<file path="config.mk">
export PLATFORM = sky130hd
export DESIGN_NAME = row_tracker
export DESIGN_NICKNAME = d
export VERILOG_FILES = /design/src/rtl/rcc_pkg.sv /design/src/rtl/row_tracker.sv
export SDC_FILE = /design/constraint.sdc
export NUM_CORES = 1
export LEC_CHECK = 0
export ABC_AREA = 1
export CAP_MARGIN = 20
export CORE_MARGIN = 10
export CORE_UTILIZATION = 55
export CTS_BUF_LIST = sky130_fd_sc_hd__clkbuf_2 sky130_fd_sc_hd__clkbuf_4 sky130_fd_sc_hd__clkbuf_8
export DETAILED_ROUTE_END_ITERATION = 10
export DONT_BUFFER_PORTS = 1
export PLACE_DENSITY_LB_ADDON = 0.2
export SKIP_LAST_GASP = 1
export SLEW_MARGIN = 40
export SYNTH_ARGS = -nofsm -noshare
export SYNTH_HDL_FRONTEND = slang
export SYNTH_SLANG_ARGS = --single-unit
</file>
<file path="constraint.sdc">
create_clock -name clk -period 0.8 [get_ports clk]
set_input_delay 0.08 -clock clk [delete_from_list [all_inputs] [get_ports clk]]
set_output_delay 0.08 -clock clk [all_outputs]
set_load 0.005 [all_outputs]
</file>
<file path="src/rtl/rcc_pkg.sv">
// Shared encodings for the row-to-column spacing checker.
// Assumes: opcode values are fixed by the command channels.
package rcc_pkg;
    typedef enum logic [2:0] {
        ROW_NOP  = 3'd0,
        ROW_ACT  = 3'd1,
        ROW_PRE  = 3'd2,
        ROW_REFA = 3'd3,
        ROW_REFP = 3'd4
    } row_op_e;

    typedef enum logic [1:0] {
        COL_NOP    = 2'd0,
        COL_RD     = 2'd1,
        COL_WR     = 2'd2,
        COL_RETIRE = 2'd3
    } col_op_e;

    // What the latest relevant row command did to its bank.
    typedef enum logic [1:0] {
        HELD_NONE  = 2'd0,
        HELD_OPEN  = 2'd1,
        HELD_CLOSE = 2'd2
    } held_kind_e;
endpackage

</file>
<file path="src/rtl/row_tracker.sv">
// Records the latest row command that opens or closes a bank.
// Refresh-open counts as open, refresh-close as close; row no-ops
// and unknown opcodes leave the record untouched.
// Assumes: one row command per cycle at most.
module row_tracker
    import rcc_pkg::*;
#(
    parameter int DEV_W  = 5,
    parameter int BANK_W = 4,
    parameter int TW     = 16
) (
    input  logic              clk,
    input  logic              rst_n,
    input  logic              row_valid,
    input  logic [2:0]        row_op,
    input  logic [DEV_W-1:0]  row_dev,
    input  logic [BANK_W-1:0] row_bank,
    input  logic [TW-1:0]     row_time,
    output held_kind_e        held_kind,
    output logic [DEV_W-1:0]  held_dev,
    output logic [BANK_W-1:0] held_bank,
    output logic [TW-1:0]     held_time
);
    held_kind_e new_kind;

    // Map the row opcode to its effect on the bank.
    always_comb begin
        case (row_op)
            ROW_ACT, ROW_REFA: new_kind = HELD_OPEN;
            ROW_PRE, ROW_REFP: new_kind = HELD_CLOSE;
            default:           new_kind = HELD_NONE;
        endcase
    end

    // Capture the row command when it changes bank state.
    always_ff @(posedge clk) begin
        if (!rst_n) begin
            held_kind <= HELD_NONE;
            held_dev  <= '0;
            held_bank <= '0;
            held_time <= '0;
        end else if (row_valid && new_kind != HELD_NONE) begin
            held_kind <= new_kind;
            held_dev  <= row_dev;
            held_bank <= row_bank;
            held_time <= row_time;
        end
    end


    open_capture_chk: assert property (@(posedge clk) disable iff (!rst_n)
        (row_valid && (row_op == ROW_ACT || row_op == ROW_REFA)) |=> held_kind == HELD_OPEN);

    nop_hold_chk: assert property (@(posedge clk) disable iff (!rst_n)
        (!row_valid || row_op == ROW_NOP) |=> $stable(held_bank) && $stable(held_time));
endmodule

</file>
==> results.py <==
metrics = {
    "global_routing": {
        "antenna_found_initial": 0,
        "grt-ovfl-total": 0,
        "grt_pass1_vias": 793,
        "grt_max_degree": 27,
        "grtUsageTotal_pct": 10.1,
        "grt_pass1_wl_microns": 3530,
    },
    "floorplanning": {
        "die_area_sq_um": 4320,
        "initial_utilization_pct": 58.1,
        "fp.dieW_microns": 65.8,
        "boundaryPins": 58,
        "dieHeight_microns": 65.8,
        "core.rowCount": 16,
        "design.core.area_sq_um": 1980,
    },
    "logic_synthesis": {
        "synth.distinct_cells": 13,
        "ys_seq_elements": 27,
        "postSynthCellCount": 174,
        "ys_top_cells_by_area": "dfxtp_1, nand2_1, nor2_1",
        "yosysTopAreaCell": "dfxtp_1",
        "yosysTopAreaCellShare_pct": 47.0,
        "syn_nets": 205,
        "yosys_warnings": 0,
        "avgSynthCellArea_sq_um": 6.62,
        "netlist_area_sq_um": 1150,
        "seq_area_frac_synth_pct": 47.0,
    },
    "power": {
        "comb_power_share_pct": 13.0,
        "power_mw": 2.46,
        "vdd_drop_max_v": 0.00124,
        "switching_share_pct": 24.9,
        "p_int_mw": 1.85,
        "cellPowerDensity_nw_per_um2": 1990,
        "seq_power_share_pct": 63.6,
        "clockPowerShare_pct": 23.4,
        "cellLeakagePower_nw": 0.654,
        "netSwitchingPower_mw": 0.612,
    },
    "sta": {
        "final.min_clock_period_ns": 0.766,
        "min_period_over_period_pct": 95.7,
        "rsz0062_at_grt": "no",
        "slew_headroom_pct": 87.7,
        "hold_violations": 25,
        "holdWs_ns": -0.130,
        "setup_slack_ns": 0.0344,
        "finalSetupTns_ns": 0,
        "timing.fmax_ghz": 1.31,
        "slew_violations": 0,
        "tightest_slew_ns": 0.184,
        "setup_viol": 0,
        "finClkSkew_ns": 0,
    },
    "finish": {
        "finalInstanceArea_sq_um": 1230,
        "antennaDiodeCount": 0,
        "final_core_util_pct": 62.2,
        "area_growth_pct": 7.17,
        "nets": 206,
        "drive_gt1_share_pct": 20.1,
        "fin_cells": 201,
    },
    "drt": {
        "drtAntennaViolNets": 0,
        "routedWlPerCell_microns": 12.1,
        "via_per_inst": 4.53,
        "dr.first_iter.drc_count": 43,
        "wl_microns": 2420,
        "drc": 0,
        "firstDrtPassIters": 4,
        "num_vias": 911,
    },
    "placement": {
        "dp_slack_ns": -0.0275,
        "portBuffers": 0,
        "dp_hpwl_microns": 1920,
        "dp_cells": 196,
        "placed_area_sq_um": 1160,
        "place.gp.congestion": 0.723,
    },
    "critical_path": {
        "critPathKind": "reg -> out",
        "cp_max_fo": 2,
        "cp.required_ns": 0.72,
        "regToRegSetupSlack_ns": 0.17,
        "critPathLaunchType": "register",
        "endpoint_kind": "output port",
        "worst_ep_arrival_time_ns": 0.69,
    },
    "clock_tree": {
        "clock-root-buffer": "clkbuf_4",
        "holdBufCountCts": 1,
        "cts_made_buffers": 3,
        "max-clock-path-buffers": 2,
        "cts.htree.levels": 1,
        "post-cts-setup-buffers": 0,
        "cts_sinks": 27,
        "worstSkewPairLatency_ns": 0.30,
        "cts.clk_slew.worst_paths_ns": 0.13,
        "cts_tree": "yes",
    },
    "outcome": {
        "outcome": "complete, but fails checks",
        "failed_checks": "negative hold slack",
    },
    "run": {
        "maxCapViolations": 0,
    },
    "min_path": {
        "hold_path.class": "in -> reg",
    },
}
[cell type report]
class	instances	area, sq um
Clock buffer	4	30.0
Sequential cell	27	571
Fill cell	187	748
Inverter	29	109
Multi-Input combinational cell	110	433
Timing Repair Buffer	4	57.6
Tap cell	27	33.8
[cells in the final DEF, fill, tap and decap left out, types with 2 or more instances in the layout]
cell type / synthesis / layout
buf_12: 0 / 2
nor2_1: 50 / 50
dfxtp_1: 27 / 3
inv_1: 28 / 28
dfxtp_2: 0 / 24
clkbuf_4: 0 / 4
nand2_1: 54 / 54
a21oi_1: 2 / 2
[final timing paths]
check	from	cells after the start	endpoint
hold / removal	rst_n	2	held_time[14]
setup / recovery	held_time[15]	0	held_time[15]
hold reg to reg	held_kind[0]	2	held_kind[0]
setup reg to reg	held_kind[1]	2	held_kind[1]
[sequential cells by signal, summed over array words and instances, names as in the netlist]
name,flops
held_bank,4
held_dev,5
held_kind,2
held_time,16
[logic make-up after synthesis]
family	count (synthesis)	share of synthesized area, %
AOI/OAI and AO/OA	2	0.870
buffers and inverters	37	15.4
and+or+nand+nor	108	36.7
DFF	27	47.0
[synth_stat cells, drive strengths merged]
library cell  count
a21oi             2
nor2             51
inv              29
nand3             2
nand2            55
buf               8
dfxtp            27
[timing repair]
| item | 4_1_cts | 5_1_grt |
|---|---|---|
| endpoints found under the hold margin | 27 | 25 |
| setup endpoints to repair | 0 | 24 |
| resized for setup | 0 | 24 |
[power groups by stage]
stage	registers (mW)	clock network, mW	logic [mW]
after CTS	1.55	0.600	0.322
after global routing	1.58	0.653	0.375
after global placement	1.58	0	0.300
final	1.56	0.575	0.320
after floorplan	1.55	0	0.300
after detailed placement	1.58	0	0.318
[metal layers]
metal,global-route usage [%],wire length [microns],vias up
met3,7.46,405,2
met1,9.97,892,382
met4,4.01,14,0
met2,15.9,1110,37
met5,0,0,-
li1,-,-,490
(Power assumes the default switching activity.)
